**src/rtl/nor_cmd_pkg.sv**
```systemverilog
package nor_cmd_pkg;
  localparam int CMD_AW = 15;

  localparam logic [CMD_AW-1:0] ADR_A = 15'h5555;
  localparam logic [CMD_AW-1:0] ADR_B = 15'h2AAA;

  localparam logic [7:0] K_UNLK1   = 8'hAA;
  localparam logic [7:0] K_UNLK2   = 8'h55;
  localparam logic [7:0] K_PGM     = 8'hA0;
  localparam logic [7:0] K_ERS_PRE = 8'h80;
  localparam logic [7:0] K_ERS     = 8'h10;
  localparam logic [7:0] K_LOCK    = 8'h40;
  localparam logic [7:0] K_ID      = 8'h90;
  localparam logic [7:0] K_EXIT    = 8'hF0;

  localparam logic [7:0] ID_MFR = 8'h1F;
  localparam logic [7:0] ID_DEV = 8'h0B;

  typedef enum logic [2:0] {
    S_IDLE, S_U1, S_U2, S_LOAD, S_E1, S_E2, S_E3
  } seq_e;
endpackage

```
**src/rtl/nor_bus_sync.sv**
```systemverilog
module nor_bus_sync #(
  parameter int AW     = 15,
  parameter int SYNC_N = 2
) (
  input  logic          clk_i,
  input  logic          rst_ni,
  input  logic          ce_ni,
  input  logic          oe_ni,
  input  logic          we_ni,
  input  logic [AW-1:0] addr_i,
  input  logic [7:0]    data_i,
  output logic          wr_stb_o,
  output logic [AW-1:0] wr_addr_o,
  output logic [7:0]    wr_data_o,
  output logic          rd_rise_o
);
  localparam int BW = 3 + AW + 8;
  localparam logic [BW-1:0] BUS_IDLE = {3'b111, {(AW+8){1'b0}}};

  logic [BW-1:0] pipe_q [SYNC_N];

  // whole bundle goes through the same stages so strobes and payload stay aligned
  for (genvar s = 0; s < SYNC_N; s++) begin : g_stage
    always_ff @(posedge clk_i or negedge rst_ni) begin
      if (!rst_ni) pipe_q[s] <= BUS_IDLE;
      else if (s == 0) pipe_q[s] <= {ce_ni, oe_ni, we_ni, addr_i, data_i};
      else pipe_q[s] <= pipe_q[(s == 0) ? 0 : s-1];
    end
  end

  logic          s_ce_n, s_oe_n, s_we_n;
  logic [AW-1:0] s_addr;
  logic [7:0]    s_data;
  assign {s_ce_n, s_oe_n, s_we_n, s_addr, s_data} = pipe_q[SYNC_N-1];

  logic wr_act, rd_act, wr_act_q, rd_act_q;
  logic [AW-1:0] addr_q;

  assign wr_act = !s_ce_n && !s_we_n && s_oe_n;
  assign rd_act = !s_ce_n && !s_oe_n;

  always_ff @(posedge clk_i or negedge rst_ni) begin
    if (!rst_ni) begin
      wr_act_q <= 1'b0;
      rd_act_q <= 1'b0;
      addr_q   <= '0;
    end else begin
      wr_act_q <= wr_act;
      rd_act_q <= rd_act;
      if (wr_act && !wr_act_q) addr_q <= s_addr;
    end
  end

  // end of write counts only if OE is still high (ended by CE or WE rising)
  assign wr_stb_o  = wr_act_q && !wr_act && s_oe_n;
  assign wr_addr_o = addr_q;
  assign wr_data_o = s_data;
  assign rd_rise_o = rd_act && !rd_act_q;
endmodule

```
**src/rtl/nor_seq_fsm.sv**
```systemverilog
module nor_seq_fsm
  import nor_cmd_pkg::*;
#(
  parameter int MEM_AW  = 8,
  parameter int BOOT_AW = 5
) (
  input  logic              clk_i,
  input  logic              rst_ni,
  input  logic              wr_stb_i,
  input  logic [CMD_AW-1:0] wr_addr_i,
  input  logic [7:0]        wr_data_i,
  input  logic              busy_i,
  input  logic              lock_i,
  output logic              pgm_go_o,
  output logic              erase_go_o,
  output logic              lock_go_o,
  output logic [MEM_AW-1:0] pgm_idx_o,
  output logic [7:0]        pgm_data_o,
  output logic              id_mode_o
);
  seq_e st_q, st_d;
  logic id_q, id_d, pgm_d, ers_d, lck_d;
  logic [MEM_AW-1:0] idx_d;
  logic [7:0] dat_d;
  logic at_a, at_b, in_boot;

  assign at_a    = (wr_addr_i == ADR_A);
  assign at_b    = (wr_addr_i == ADR_B);
  assign in_boot = ~|wr_addr_i[MEM_AW-1:BOOT_AW];

  always_comb begin
    st_d  = st_q;
    id_d  = id_q;
    pgm_d = 1'b0;
    ers_d = 1'b0;
    lck_d = 1'b0;
    idx_d = pgm_idx_o;
    dat_d = pgm_data_o;
    if (wr_stb_i && !busy_i) begin
      if (st_q != S_LOAD && wr_data_i == K_EXIT) begin
        st_d = S_IDLE;
        id_d = 1'b0;
      end else begin
        st_d = S_IDLE;
        case (st_q)
          S_IDLE: if (at_a && wr_data_i == K_UNLK1) st_d = S_U1;
          S_U1:   if (at_b && wr_data_i == K_UNLK2) st_d = S_U2;
          S_U2: if (at_a) begin
            if (wr_data_i == K_PGM)     st_d = S_LOAD;
            if (wr_data_i == K_ERS_PRE) st_d = S_E1;
            if (wr_data_i == K_ID)      id_d = 1'b1;
          end
          S_LOAD: if (!(lock_i && in_boot)) begin
            pgm_d = 1'b1;
            idx_d = wr_addr_i[MEM_AW-1:0];
            dat_d = wr_data_i;
          end
          S_E1: if (at_a && wr_data_i == K_UNLK1) st_d = S_E2;
          S_E2: if (at_b && wr_data_i == K_UNLK2) st_d = S_E3;
          S_E3: if (at_a) begin
            ers_d = (wr_data_i == K_ERS);
            lck_d = (wr_data_i == K_LOCK);
          end
          default: st_d = S_IDLE;
        endcase
      end
    end
  end

  always_ff @(posedge clk_i or negedge rst_ni) begin
    if (!rst_ni) begin
      st_q       <= S_IDLE;
      id_q       <= 1'b0;
      pgm_go_o   <= 1'b0;
      erase_go_o <= 1'b0;
      lock_go_o  <= 1'b0;
      pgm_idx_o  <= '0;
      pgm_data_o <= '0;
    end else begin
      st_q       <= st_d;
      id_q       <= id_d;
      pgm_go_o   <= pgm_d;
      erase_go_o <= ers_d;
      lock_go_o  <= lck_d;
      pgm_idx_o  <= idx_d;
      pgm_data_o <= dat_d;
    end
  end

  assign id_mode_o = id_q;
endmodule

```
**src/rtl/nor_op_timer.sv**
```systemverilog
module nor_op_timer #(
  parameter int PGM_CYC = 20,
  parameter int ERS_CYC = 60
) (
  input  logic clk_i,
  input  logic rst_ni,
  input  logic start_pgm_i,
  input  logic start_ers_i,
  output logic busy_o
);
  localparam int MAXC = (PGM_CYC > ERS_CYC) ? PGM_CYC : ERS_CYC;
  localparam int CW   = $clog2(MAXC + 1);

  logic [CW-1:0] cnt_q;

  always_ff @(posedge clk_i or negedge rst_ni) begin
    if (!rst_ni)            cnt_q <= '0;
    else if (start_ers_i)   cnt_q <= CW'(ERS_CYC);
    else if (start_pgm_i)   cnt_q <= CW'(PGM_CYC);
    else if (cnt_q != '0)   cnt_q <= cnt_q - 1'b1;
  end

  assign busy_o = (cnt_q != '0);
endmodule

```
**src/rtl/nor_byte_array.sv**
```systemverilog
module nor_byte_array #(
  parameter int MEM_AW  = 8,
  parameter int BOOT_AW = 5
) (
  input  logic              clk_i,
  input  logic              rst_ni,
  input  logic              pgm_go_i,
  input  logic [MEM_AW-1:0] pgm_idx_i,
  input  logic [7:0]        pgm_data_i,
  input  logic              erase_go_i,
  input  logic              lock_go_i,
  input  logic [MEM_AW-1:0] rd_idx_i,
  output logic [7:0]        rd_data_o,
  output logic              lock_o
);
  localparam int DEPTH  = 1 << MEM_AW;
  localparam int BOOT_N = 1 << BOOT_AW;

  logic       lock_q;
  logic [7:0] rd_vec [DEPTH];

  always_ff @(posedge clk_i or negedge rst_ni) begin
    if (!rst_ni)        lock_q <= 1'b0;
    else if (lock_go_i) lock_q <= 1'b1;
  end

  for (genvar i = 0; i < DEPTH; i++) begin : g_cell
    localparam bit IS_BOOT = (i < BOOT_N);
    logic [7:0] cell_q;
    always_ff @(posedge clk_i or negedge rst_ni) begin
      if (!rst_ni)
        cell_q <= 8'hFF;
      else if (erase_go_i && !(IS_BOOT && lock_q))
        cell_q <= 8'hFF;
      else if (pgm_go_i && pgm_idx_i == MEM_AW'(i))
        cell_q <= cell_q & pgm_data_i;
    end
    assign rd_vec[i] = cell_q;
  end

  assign rd_data_o = rd_vec[rd_idx_i];
  assign lock_o    = lock_q;
endmodule

```
**src/rtl/nor_cmd_ctrl.sv**
```systemverilog
module nor_cmd_ctrl
  import nor_cmd_pkg::*;
#(
  parameter int A_W     = 18,
  parameter int MEM_AW  = 8,
  parameter int BOOT_AW = 5,
  parameter int SYNC_N  = 2,
  parameter int PGM_CYC = 20,
  parameter int ERS_CYC = 60
) (
  input  logic           clk_i,
  input  logic           rst_ni,
  input  logic           ce_ni,
  input  logic           oe_ni,
  input  logic           we_ni,
  input  logic [A_W-1:0] addr_i,
  input  logic [7:0]     data_i,
  output logic [7:0]     data_o,
  output logic           data_oe_o
);
  logic              wr_stb, rd_rise;
  logic [CMD_AW-1:0] wr_addr;
  logic [7:0]        wr_data;
  logic              busy, lock, id_mode;
  logic              pgm_go, erase_go, lock_go;
  logic [MEM_AW-1:0] pgm_idx;
  logic [7:0]        pgm_data, arr_rd;
  logic              tog_q, poll_q;

  nor_bus_sync #(.AW(CMD_AW), .SYNC_N(SYNC_N)) i_bus (
    .clk_i, .rst_ni, .ce_ni, .oe_ni, .we_ni,
    .addr_i   (addr_i[CMD_AW-1:0]),
    .data_i,
    .wr_stb_o (wr_stb),
    .wr_addr_o(wr_addr),
    .wr_data_o(wr_data),
    .rd_rise_o(rd_rise)
  );

  nor_seq_fsm #(.MEM_AW(MEM_AW), .BOOT_AW(BOOT_AW)) i_fsm (
    .clk_i, .rst_ni,
    .wr_stb_i  (wr_stb),
    .wr_addr_i (wr_addr),
    .wr_data_i (wr_data),
    .busy_i    (busy),
    .lock_i    (lock),
    .pgm_go_o  (pgm_go),
    .erase_go_o(erase_go),
    .lock_go_o (lock_go),
    .pgm_idx_o (pgm_idx),
    .pgm_data_o(pgm_data),
    .id_mode_o (id_mode)
  );

  nor_op_timer #(.PGM_CYC(PGM_CYC), .ERS_CYC(ERS_CYC)) i_timer (
    .clk_i, .rst_ni,
    .start_pgm_i(pgm_go),
    .start_ers_i(erase_go),
    .busy_o     (busy)
  );

  nor_byte_array #(.MEM_AW(MEM_AW), .BOOT_AW(BOOT_AW)) i_array (
    .clk_i, .rst_ni,
    .pgm_go_i  (pgm_go),
    .pgm_idx_i (pgm_idx),
    .pgm_data_i(pgm_data),
    .erase_go_i(erase_go),
    .lock_go_i (lock_go),
    .rd_idx_i  (addr_i[MEM_AW-1:0]),
    .rd_data_o (arr_rd),
    .lock_o    (lock)
  );

  // status bits for busy reads
  always_ff @(posedge clk_i or negedge rst_ni) begin
    if (!rst_ni) begin
      tog_q  <= 1'b0;
      poll_q <= 1'b0;
    end else begin
      if (rd_rise && busy) tog_q <= ~tog_q;
      if (pgm_go)          poll_q <= pgm_data[7];
      else if (erase_go)   poll_q <= 1'b1;
    end
  end

  always_comb begin
    if (busy)
      data_o = {~poll_q, tog_q, arr_rd[5:0]};
    else if (id_mode) begin
      if (addr_i == A_W'(0))      data_o = ID_MFR;
      else if (addr_i == A_W'(1)) data_o = ID_DEV;
      else if (addr_i == A_W'(2)) data_o = {7'b0, lock};
      else                        data_o = 8'h00;
    end else
      data_o = arr_rd;
  end

  assign data_oe_o = !ce_ni && !oe_ni;
endmodule

```
**config.mk**
```make
export PLATFORM = sky130hd
export DESIGN_NAME = nor_cmd_ctrl
export DESIGN_NICKNAME = d
export VERILOG_FILES = /design/src/rtl/nor_cmd_pkg.sv /design/src/rtl/nor_bus_sync.sv /design/src/rtl/nor_seq_fsm.sv /design/src/rtl/nor_op_timer.sv /design/src/rtl/nor_byte_array.sv /design/src/rtl/nor_cmd_ctrl.sv
export SDC_FILE = /design/constraint.sdc
export NUM_CORES = 2
export LEC_CHECK = 0
export BUFFER_PORTS_ARGS = -buffer_cell sky130_fd_sc_hd__clkbuf_2
export CELL_PAD_IN_SITES_DETAIL_PLACEMENT = 0
export CELL_PAD_IN_SITES_GLOBAL_PLACEMENT = 1
export CORE_MARGIN = 2
export CORE_UTILIZATION = 30
export DETAILED_ROUTE_END_ITERATION = 12
export PLACE_DENSITY_LB_ADDON = 0.1
export SYNTH_ARGS = -nofsm -noshare
export SYNTH_HDL_FRONTEND = slang
export SYNTH_HIERARCHICAL = 1
export SYNTH_SLANG_ARGS = --single-unit
```
**constraint.sdc**
```tcl
create_clock -name clk_i -period 2.6 [get_ports clk_i]
set_input_delay 0.39 -clock clk_i [delete_from_list [all_inputs] [get_ports clk_i]]
set_output_delay 0.39 -clock clk_i [all_outputs]
set_load 0.01 [all_outputs]
```
==> flow_metrics.py <==
metrics = {
    "layout": {
        "multi_input_area_sq_um": 41600,
        "layout.area.seq_sq_um": 56400,
        "fill_cells": 32300,
        "layout.cells.non_filler": 13500,
        "areaGrowthSynthToFinish_pct": 20.3,
        "layout.nets": 8976,
        "drive_gt1_frac": 0.419,
        "postLayoutCoreUtil": 0.363,
    },
    "yosys": {
        "synth-xor-area-share": 0.000175,
        "synth_top_family_by_area": "simple AND/OR/NAND/NOR gates",
        "synth_top_area_share": 0.540,
        "ys.flop_type": "dfstp_2",
        "synth-async-reset-ratio": 1.00,
        "yosysSeqAreaShare": 0.563,
        "syn_inst": 8608,
        "synthMuxAreaShare": 0.118,
        "synth_edf_count": 0,
        "yosysWarnings": 6,
        "yosys_register_bits": 2149,
        "syn_avg_cell_area_sq_um": 11.6,
        "synthTopCellsByArea": "dfstp_2, nand2b_1, o21ai_0, mux4_2, dfrtp_1",
        "synth_compound_area_frac": 0.135,
        "yosysTopAreaCell": "dfstp_2",
        "synthAdderAreaFrac": 0.000250,
        "synth_area_sq_um": 100000,
        "yosys.area_share.simple": 0.149,
        "synth.distinct_cells": 83,
        "syn-num-nets": 8641,
    },
    "pwr": {
        "switching_power_mw": 17.5,
        "p_per_area_nw_per_um2": 625,
        "p_int_mw": 57.7,
        "p_leak_nw": 50.5,
        "clock_power_share": 0.504,
        "sw_frac_of_total": 0.232,
        "vdd.ir_drop.worst_mv": 0.474,
        "pwr-share-seq": 0.450,
        "comb_power_share": 0.046,
    },
    "clocking": {
        "cts_made_buffers": 271,
        "cts_buffer_depth": 4,
        "h-tree-depth": 5,
        "cts-root-buf": "clkbuf_16",
        "cts_tree": "yes",
        "cts_sinks": 2149,
        "insertion_delay_ns": 0.89,
        "clkSlewWorstSetupHoldPaths_ns": 0.06,
    },
    "floorplanning": {
        "die_x_um": 581,
        "initial_utilization": 0.302,
        "fp.dieH_um": 581,
        "rows": 211,
        "dieArea_sq_um": 338000,
        "core_sq_um": 331000,
        "io_pins": 40,
    },
    "placement": {
        "placed_cells": 13000,
        "port-buffer-count": 39,
        "gp_congestion": 0.821,
        "dpl.hpwl_um": 227000,
    },
    "drt": {
        "first_pass_iters": 6,
        "wl_um": 352000,
        "wl_per_cell_um": 26.0,
        "vias": 69600,
        "drc": 0,
        "vias_per_cell": 5.15,
        "ant_nets": 0,
        "drtIter0Drc": 4840,
    },
    "setup_path": {
        "endpoint_kind": "output port",
        "worstSetupPathType": "input port to output port",
        "crit_fanout": 13,
        "start_kind": "input port",
        "crit_required_ns": 2.21,
        "arrival_ns": 3.57,
        "r2r_slack_ns": 0.15,
    },
    "flow_run": {
        "max_cap_viol_count": 0,
    },
    "sta": {
        "fin_crit_sh": 1.52,
        "tightest_slew_ns": 0.895,
        "clock_skew_ns": 0.0293,
        "setup_violations": 8,
        "finalHoldViolCount": 0,
        "finalMaxSlewViolations": 0,
        "fin_ws_ns": -1.36,
        "rsz0062_at_grt": "true",
        "maxSlewHeadroom": 0.399,
        "finalCriticalPeriod_ns": 3.96,
        "fmax_mhz": 253,
    },
    "grt": {
        "gr-usage-all-layers": 0.205,
        "grt_pass1_vias": 73100,
        "antenna_found_initial": 13,
        "grt_pass1_wl_um": 523000,
        "grt_max_degree": 183,
        "grt_overflow": 0,
    },
    "hold_path": {
        "min-delay-path-class": "input port to flop",
    },
    "status": {
        "violations": "negative setup slack",
        "status": "finished with violations",
    },
}
[cell type report]
type                    count  area share
diodes                      4   0.0000832
clock buffers             397      0.0654
clock inverters            79     0.00804
inverters                  11    0.000343
multi-input cells        5755       0.346
flip-flops and latches   2149       0.469
well taps                4366      0.0454
repair buffers            755      0.0661
[Yosys cell counts (all sizes together) (27+ instances only)]
library cell / instances
nor2: 53
buf: 204
dfstp: 2054
mux2i: 175
dfrtp: 95
nand2b: 1808
mux2: 32
o21ai: 2074
a22oi: 192
nor4: 44
a21oi: 117
o221ai: 28
o22ai: 29
nand3: 27
nand2: 568
nor3: 30
mux4: 419
clkbuf: 483
[placed cells by master, fill, tap and decap left out, types with 85 or more instances in the layout]
master     count
a22oi_1      161
clkbuf_16    277
o21ai_0     2067
mux2i_1      166
dfstp_2     2054
dfrtp_1       85
buf_12       176
mux4_2       354
buf_4        510
nand2b_1    1804
nand2_1      563
[stage by stage]
step	hold slack [ns]	TNS, ns	total power [mW]	area [sq um]	setup WS (ns)
4_1_cts	0.00158	-10.43	76.6	120000	-1.42
2_1_floorplan	0.0944	0	35.4	100000	0.0464
5_1_grt	0.0223	-10.57	78.1	120000	-1.41
6_report	0.102	-9.69	75.2	120000	-1.36
3_3_place_gp	0.333	-16.06	37.6	110000	-2.45
3_5_place_dp	0.335	-15.37	37.6	110000	-2.38
[registers in the layout, summed over array words and instances (netlist names), 3 cells and up]
signal	cells
i_array/g_cell.cell_q	2048
i_bus/pipe_q	44
i_bus/wr_addr_o	15
i_bus/wr_data_o	8
i_fsm/pgm_data_o	8
i_fsm/pgm_idx_o	8
i_timer/cnt_q	6
i_fsm/st_q	3
[worst paths after layout]
check,cells after the start,from,end
setup / recovery,12,addr_i[1],data_o[3]
hold / removal,2,addr_i[2],i_bus/pipe_q[36]
setup reg to reg,8,i_fsm/pgm_idx_o[3],i_array/g_cell[201].cell_q[2]
hold reg to reg,0,i_bus/pipe_q[43],i_bus/pipe_q[17]
max in group asynchronous,4,rst_ni,i_array/g_cell[231].cell_q[2]
min in group asynchronous,2,rst_ni,i_array/g_cell[149].cell_q[6]
[cell families (layout without fill, tap and decap cells)]
group                    count (synthesis)  in the layout
AND/OR/NAND/NOR                       2602           2602
AO/OA/AOI/OAI                         2523           2523
flip-flops                            2149           2149
buffers and inverters                  704           1242
multiplexers                           626            626
adder cells (fa/ha/maj)                  2              2
XOR/XNOR                                 2              2
other                                    0              4
[power groups by stage]
stage	registers (mW)	clock network, mW	logic [mW]
final	33.8	37.9	3.46
after global routing	33.8	40.6	3.71
after CTS	33.8	39.3	3.51
after detailed placement	34.3	0	3.36
after global placement	34.3	0	3.34
after floorplan	34.2	0	1.18
[per-layer routing]
| layer | share of wire | global-route usage | vias to the layer above |
|---|---|---|---|
| li1 | - | - | 30900 |
| met1 | 0.47 | 0.292 | 37000 |
| met2 | 0.47 | 0.333 | 1270 |
| met3 | 0.037 | 0.0255 | 369 |
| met4 | 0.022 | 0.0432 | 2 |
| met5 | 0.000037 | 0 | - |
[worst max-delay path, stage by stage]
cell	delay, ns
buf_8	0.15
buf_6	0.22
buf_16	0.21
buf_12	0.17
mux4_2	0.50
a22oi_1	0.32
a21oi_2	0.16
nor4_4	0.78
nor4_4	0.19
nand2_2	0.14
o31ai_1	0.09
buf_2	0.15
[timing repair]
item / 4_1_cts / 5_1_grt
gates cloned: 0 / 2
pin swaps: 45 / 38
buffers inserted: 1 / 0
endpoints found under the setup margin: 8 / 11
resized for setup: 163 / 70
hold endpoints to repair: 66 / 0
hold buffers: 26 / 0
Power figures use the tool's default switching activity.
